**config.mk**
```make
export PLATFORM = sky130hd
export DESIGN_NAME = sapp_top
export DESIGN_NICKNAME = d
export VERILOG_FILES = /design/src/rtl/sapp_pkg.sv /design/src/rtl/sapp_ctrl.sv /design/src/rtl/sapp_dp.sv /design/src/rtl/sapp_top.sv
export SDC_FILE = /design/constraint.sdc
export NUM_CORES = 1
export LEC_CHECK = 0
export ABC_AREA = 1
export BUFFER_PORTS_ARGS = -buffer_cell sky130_fd_sc_hd__buf_4
export CAP_MARGIN = 0
export CORE_AREA = 2 2 178 180
export DETAILED_ROUTE_END_ITERATION = 10
export DIE_AREA = 0 0 180 182
export MAX_ROUTING_LAYER = met4
export PLACE_DENSITY_LB_ADDON = 0.1
export SYNTH_ARGS = -nofsm -noshare
export SYNTH_HDL_FRONTEND = slang
export SYNTH_SLANG_ARGS = --single-unit
```
**constraint.sdc**
```tcl
create_clock -name clk -period 4.17 [get_ports clk]
set_input_delay 0.834 -clock clk [delete_from_list [all_inputs] [get_ports clk]]
set_output_delay 0.834 -clock clk [all_outputs]
set_load 0.03 [all_outputs]
```
**src/rtl/sapp_pkg.sv**
```systemverilog
package sapp_pkg;
  localparam int NSLOT = 6;
  localparam int SLOTW = 3;
  localparam int FRAC  = 9;
  localparam int IDXW  = 4;

  typedef struct packed {
    logic             vld;
    logic [SLOTW-1:0] slot;
    logic             passB;
  } strobe_t;

  // Intermediate index k for each arrival slot.
  function automatic logic [2:0] kOfSlot(logic [SLOTW-1:0] s);
    case (s)
      3'd0:    kOfSlot = 3'd4;
      3'd1:    kOfSlot = 3'd5;
      3'd2:    kOfSlot = 3'd3;
      3'd3:    kOfSlot = 3'd6;
      3'd4:    kOfSlot = 3'd1;
      3'd5:    kOfSlot = 3'd2;
      default: kOfSlot = 3'd0;
    endcase
  endfunction
endpackage

```
**src/rtl/sapp_ctrl.sv**
```systemverilog
module sapp_ctrl
  import sapp_pkg::*;
(
  input  logic    clk,
  input  logic    rstN,
  input  logic    inVld,
  output strobe_t strb
);
  localparam logic [SLOTW-1:0] LAST = SLOTW'(NSLOT - 1);

  logic [SLOTW-1:0] slotCnt;
  logic             passB;

  always_ff @(posedge clk or negedge rstN) begin
    if (!rstN) begin
      slotCnt <= '0;
      passB   <= 1'b0;
    end else if (inVld) begin
      if (slotCnt == LAST) begin
        slotCnt <= '0;
        passB   <= ~passB;
      end else begin
        slotCnt <= slotCnt + 1'b1;
      end
    end
  end

  always_comb begin
    strb.vld   = inVld;
    strb.slot  = slotCnt;
    strb.passB = passB;
  end

  // slot stays inside the six-entry sequence
  a_r3_slot_range: assert property (@(posedge clk) disable iff (!rstN)
    slotCnt <= LAST);

  // pass flips after the last slot is accepted
  a_r3_pass_toggle: assert property (@(posedge clk) disable iff (!rstN)
    (inVld && slotCnt == LAST) |=> (passB != $past(passB)) && (slotCnt == '0));

  // idle cycles leave the sequence where it was
  a_r10_idle_hold: assert property (@(posedge clk) disable iff (!rstN)
    !inVld |=> $stable(slotCnt) && $stable(passB));
endmodule

```
**src/rtl/sapp_dp.sv**
```systemverilog
module sapp_dp
  import sapp_pkg::*;
#(
  parameter int DW   = 16,
  parameter int MIDX = 13
) (
  input  logic                 clk,
  input  logic                 rstN,
  input  strobe_t              strb,
  input  logic signed [DW-1:0] inData,
  input  logic signed [DW-1:0] xmA,
  input  logic signed [DW-1:0] xmB,
  output logic                 outVld,
  output logic [IDXW-1:0]      outIdx,
  output logic                 outPassB,
  output logic signed [DW-1:0] outData
);
  localparam int PW = DW + FRAC + 2;
  localparam int YW = DW + 3;
  localparam int VW = YW + 2;
  localparam logic signed [VW-1:0] VMAX = VW'((longint'(1) <<< (DW - 1)) - 1);
  localparam logic signed [VW-1:0] VMIN = -VW'(longint'(1) <<< (DW - 1));

  logic signed [PW-1:0] rx;
  logic signed [PW-1:0] prods [NSLOT];
  logic signed [PW-1:0] prodSel;
  logic signed [PW-1:0] scaled;
  logic signed [DW-1:0] xmSel;
  logic signed [YW-1:0] yNext;

  assign rx = {{(PW-DW){inData[DW-1]}}, inData};

  // Fixed shift-add coefficient multipliers, one per slot.
  for (genvar g = 0; g < NSLOT; g++) begin : gMul
    if (g == 0) begin : gC421
      assign prods[g] = (rx <<< 9) - (rx <<< 7) + (rx <<< 5) + (rx <<< 2) + rx;
    end else if (g == 1) begin : gC479
      assign prods[g] = (rx <<< 9) - (rx <<< 5) - rx;
    end else if (g == 2) begin : gC340
      assign prods[g] = (rx <<< 8) + (rx <<< 6) + (rx <<< 4) + (rx <<< 2);
    end else if (g == 3) begin : gC508
      assign prods[g] = (rx <<< 9) - (rx <<< 2);
    end else if (g == 4) begin : gC123
      assign prods[g] = (rx <<< 7) - (rx <<< 2) - rx;
    end else begin : gC238
      assign prods[g] = (rx <<< 8) - (rx <<< 4) - (rx <<< 1);
    end
  end

  always_comb begin
    prodSel = '0;
    for (int i = 0; i < NSLOT; i++) begin
      if (strb.slot == SLOTW'(i)) prodSel = prods[i];
    end
    scaled = prodSel >>> FRAC;
    xmSel  = strb.passB ? xmB : xmA;
    yNext  = YW'(scaled) - YW'(xmSel);
  end

  // Stage 1: scaled and offset value.
  logic                 s1Vld;
  logic [SLOTW-1:0]     s1Slot;
  logic                 s1PassB;
  logic signed [YW-1:0] s1Y;

  always_ff @(posedge clk or negedge rstN) begin
    if (!rstN) begin
      s1Vld   <= 1'b0;
      s1Slot  <= '0;
      s1PassB <= 1'b0;
      s1Y     <= '0;
    end else begin
      s1Vld <= strb.vld;
      if (strb.vld) begin
        s1Slot  <= strb.slot;
        s1PassB <= strb.passB;
        s1Y     <= yNext;
      end
    end
  end

  // Stage 2: index, sign, doubling, clamp.
  logic [2:0]           kVal;
  logic                 negate;
  logic [IDXW-1:0]      idxNext;
  logic signed [VW-1:0] dbl;
  logic signed [VW-1:0] signedVal;
  logic signed [DW-1:0] satVal;

  always_comb begin
    kVal      = kOfSlot(s1Slot);
    negate    = s1PassB ? ~kVal[0] : kVal[0];
    idxNext   = s1PassB ? (IDXW'(MIDX) - IDXW'({kVal, 1'b0})) : IDXW'({kVal, 1'b0});
    dbl       = VW'(s1Y) <<< 1;
    signedVal = negate ? -dbl : dbl;
    if (signedVal > VMAX)      satVal = DW'(VMAX);
    else if (signedVal < VMIN) satVal = DW'(VMIN);
    else                       satVal = DW'(signedVal);
  end

  always_ff @(posedge clk or negedge rstN) begin
    if (!rstN) begin
      outVld   <= 1'b0;
      outIdx   <= '0;
      outPassB <= 1'b0;
      outData  <= '0;
    end else begin
      outVld <= s1Vld;
      if (s1Vld) begin
        outIdx   <= idxNext;
        outPassB <= s1PassB;
        outData  <= satVal;
      end
    end
  end

  // nothing leaves the block while held in reset
  a_r1_reset_quiet: assert property (@(posedge clk)
    !rstN |=> !outVld);

  // every accepted input emerges two edges later
  a_r2_latency: assert property (@(posedge clk) disable iff (!rstN)
    strb.vld |=> ##1 outVld);

  // no output without an input two edges earlier
  a_r10_no_spurious: assert property (@(posedge clk) disable iff (!rstN)
    !strb.vld |=> ##1 !outVld);

  // pass a indices are even
  a_r4_even_idx: assert property (@(posedge clk) disable iff (!rstN)
    (outVld && !outPassB) |-> (outIdx[0] == 1'b0) && (outIdx != '0));

  // pass b indices stay inside the transform length
  a_r5_idx_range: assert property (@(posedge clk) disable iff (!rstN)
    (outVld && outPassB) |-> (outIdx <= IDXW'(MIDX)));
endmodule

```
**src/rtl/sapp_top.sv**
```systemverilog
module sapp_top
  import sapp_pkg::*;
#(
  parameter int DW   = 16,
  parameter int MIDX = 13
) (
  input  logic                 clk,
  input  logic                 rstN,
  input  logic                 inVld,
  input  logic signed [DW-1:0] inData,
  input  logic signed [DW-1:0] xmA,
  input  logic signed [DW-1:0] xmB,
  output logic                 outVld,
  output logic [IDXW-1:0]      outIdx,
  output logic                 outPassB,
  output logic signed [DW-1:0] outData
);
  strobe_t strb;

  sapp_ctrl u_ctrl (
    .clk   (clk),
    .rstN  (rstN),
    .inVld (inVld),
    .strb  (strb)
  );

  sapp_dp #(.DW(DW), .MIDX(MIDX)) u_dp (
    .clk      (clk),
    .rstN     (rstN),
    .strb     (strb),
    .inData   (inData),
    .xmA      (xmA),
    .xmB      (xmB),
    .outVld   (outVld),
    .outIdx   (outIdx),
    .outPassB (outPassB),
    .outData  (outData)
  );
endmodule

```
==> results_dict.tcl <==
set metrics [dict create \
    cts_htree_levels 2 \
    rr_startpoint "u_ctrl.slotCnt[0]$_DFFE_PN0P_" \
    grt_pass1_wl_mm 89.9 \
    place_ws_ns -2.07 \
    postLayoutCellArea_mm2 0.0213 \
    fin_setup_tns_ns -19.10 \
    crit_fanout 6 \
    crit_slowest_cell "fa_2" \
    reg2reg_to "u_dp.s1Y[12]$_DFFE_PN0P_" \
    place_hpwl_mm 46.7 \
    clock-sinks 49 \
    synth_ff_type "dfrtp_1" \
    die_height_um 182 \
    grt-ovfl-total 0 \
    synth_cell_type_count 49 \
    clk_pin_slew_worst_paths_ns 0.07 \
    violations "negative setup slack" \
    first_iter_violations 1051 \
    firstDrtPassIters 5 \
    port_buffers 72 \
    dpl-instance-area_mm2 0.0191 \
    pwr-share-clk 0.028 \
    rsz0062_at_grt "true" \
    grt_antenna_before_repair 0 \
    hold_class "reg -> reg" \
    relSlewSlack 0.457 \
    synth.net_count 2429 \
    fin_crit_sh 1.34 \
    cp_data_arrival_time_ns 5.72 \
    yosysSeqAreaShare 0.0894 \
    clkLatencyLatePin_ns 0.29 \
    comb_power_share 0.908 \
    grt_pass1_vias 17300 \
    synth.largest_area_cell "ha_1" \
    intPower_uw 6970 \
    power_frac_seq 0.064 \
    gr-usage-all-layers 0.354 \
    fmax_mhz 180 \
    synth_area_leaders "ha_1 17%, nand2_1 14%, fa_1 12%" \
    fp.coreArea_mm2 0.0310 \
    cts_tree "built" \
    cts_buffers 5 \
    hp-start "u_dp.outData[0]$_DFFE_PN0P_" \
    routedWlPerCell_um 18.1 \
    synth_edf_count 0 \
    rrSetupSlack_ns 0.40 \
    diodes 0 \
    cts_buffer_depth 2 \
    drv_cap 0 \
    cts_root_buf "clkbuf_16" \
    setup_ws_ns -1.40 \
    min_path_cells 2 \
    critPathMaxStageDelay_ns 0.60 \
    syn_area_mm2 0.0137 \
    whs_endpoint "u_dp.outData[0]$_DFFE_PN0P_" \
    critical_path_class "in -> reg" \
    required_ns 4.32 \
    switchingPower_uw 7210 \
    drc 0 \
    synthToLayoutAreaGrowth_pct 55.5 \
    rows 65 \
    grt_max_degree 50 \
    postRouteAntennaNets 0 \
    drt-total-wl_mm 57.1 \
    drive_gt1_frac 0.382 \
    synth_top_cell_area_share 0.174 \
    final_hold_viol_count 0 \
    stdcell_count 3152 \
    vias_per_cell 5.35 \
    globalplace.congestion 0.972 \
    outcome "finished, violations left" \
    nets 3074 \
    start_util 0.443 \
    ys_warn_count 0 \
    power_leakage_uw 0.0107 \
    cpMostUsedCell "nand2_1" \
    r2r_cells 20 \
    ir_drop_uv 371 \
    vias 16900 \
    setup_viol 18 \
    syn_area_per_cell_um2 6.52 \
    synth-seq-cells 49 \
    p_sw_frac 0.509 \
    power-per-cell-area_mw_per_mm2 665 \
    io_pins 73 \
    max_slew.worst_pin.slew_ns 0.814 \
    cts-hold-fix-buffers 0 \
    slew_violations 0 \
    synthArstFlopShare 1.00 \
    fin_crit_ns 5.57 \
    die_w_um 180 \
    critPathLaunchType "primary input" \
    placed_cells 3087 \
    finalClockSkew_ns 0.00318 \
    syn_inst 2104 \
    whs_ns 0.485 \
    dieArea_mm2 0.0328 \
    end_kind "register" \
]
-- how the worst max path moves through the flow --
| stage | startpoint | end | slack [ns] | cells after the start |
|---|---|---|---|---|
| global route | inData[5] | u_dp.s1Y[12]$_DFFE_PN0P_ | -1.57 | 29 |
| detailed placement | inData[2] | u_dp.s1Y[15]$_DFFE_PN0P_ | -2.07 | 31 |
| global placement | inData[2] | u_dp.s1Y[15]$_DFFE_PN0P_ | -2.06 | 31 |
| finish | inData[4] | u_dp.s1Y[12]$_DFFE_PN0P_ | -1.40 | 32 |
| floorplan | inData[4] | u_dp.s1Y[13]$_DFFE_PN0P_ | -1.15 | 34 |
| CTS | inData[4] | u_dp.s1Y[12]$_DFFE_PN0P_ | -1.30 | 32 |
-- metrics by stage --
stage                      util  power (uW)
after floorplan               -        6820
after global placement    0.615       11000
after detailed placement  0.615       11100
after CTS                 0.667       13300
after global routing      0.688       15300
final                     0.688       14200
-- synthesized netlist by cell type (2+ instances only) --
library cell  instances
nor3_1               21
clkinv_1              2
buf_2                 4
o21ai_1               6
o211ai_1              6
nor2_2                2
inv_1               262
nor3_2                3
nand3_2              16
o31ai_1               4
fa_1                 83
xor2_1               38
a211oi_1              2
o21ai_0             168
buf_6                 3
nand2_1             518
nand2_2               5
a21oi_1             201
nor2_1              193
nand3b_1             13
or2_2                10
dfrtp_1              49
nand4_1              20
nand2_4               3
o21a_1                7
o22ai_1               5
mux2i_1              15
a21o_1               19
xnor2_1              23
inv_2                 4
o21ai_2               4
nand3_1             128
ha_1                191
o21bai_1             10
nor4_1               14
clkbuf_1             22
a21boi_0             12
a31oi_1               7
-- power by group through the flow --
stage	registers [uW]	logic [uW]	clock network [uW]
floorplan	1050	5770	0
global placement	907	10100	0
detailed placement	918	10200	0
CTS	910	11900	406
global route	944	13900	422
finish	911	12900	401
-- worst max-delay path: cells and delay by family --
kind	cells	cell delay [ns]
adders and majority gates	5	2.17
and+or+nand+nor	12	1.30
AOI/OAI and AO/OA	7	0.83
buffers and inverters	7	0.49
xor gates and xnor gates	1	0.12
-- cells in the final DEF, fill, tap and decap left out, types with 21 or more instances in the layout --
cell	instances
nand3_2	41
inv_1	229
nand2_2	56
nand3_1	101
buf_6	24
nor2_2	21
o21ai_1	32
o21ai_0	122
buf_4	633
dfrtp_1	49
a21oi_2	36
ha_4	47
fa_1	68
inv_2	26
xor2_1	33
ha_1	142
nand2_1	453
a21oi_1	146
nor2_1	163
-- logic make-up after synthesis --
logic type / synth area share
simple gates: 0.298
compound gates: 0.180
buf+inv: 0.0858
fa+ha+maj: 0.295
xor+xnor: 0.0401
flops: 0.0894
mux: 0.0109
-- metal layers --
layer / up-vias / track usage / part of all wire
met5: - / - / 0
met4: 0 / 0.127 / 0.040
met3: 142 / 0.0265 / 0.046
met2: 456 / 0.622 / 0.50
met1: 7996 / 0.425 / 0.42
li1: 8274 / - / -
-- state kept, by name, indices dropped and copies added (netlist names) --
name / flops
u_ctrl.passB: 1
u_ctrl.slotCnt: 3
u_dp.outData: 16
u_dp.outIdx: 4
u_dp.outVld: 1
u_dp.s1PassB: 1
u_dp.s1Slot: 3
u_dp.s1Vld: 1
u_dp.s1Y: 19
-- layout make-up --
| class | instances | area [um2] |
|---|---|---|
| Clock buffer | 6 | 129 |
| Clock inverter | 2 | 13.8 |
| Fill cell | 2667 | 9660 |
| Inverter | 269 | 1050 |
| Multi-Input combinational cell | 1755 | 13200 |
| Sequential cell | 49 | 1230 |
| Tap cell | 402 | 503 |
| Timing Repair Buffer | 669 | 5250 |
-- repair_timing --
action	in CTS	in global routing
setup endpoints to repair	19	19
resized for setup	279	131
pin swaps	181	87
setup buffers	49	10
No activity file was read; power rests on OpenSTA's default activity.
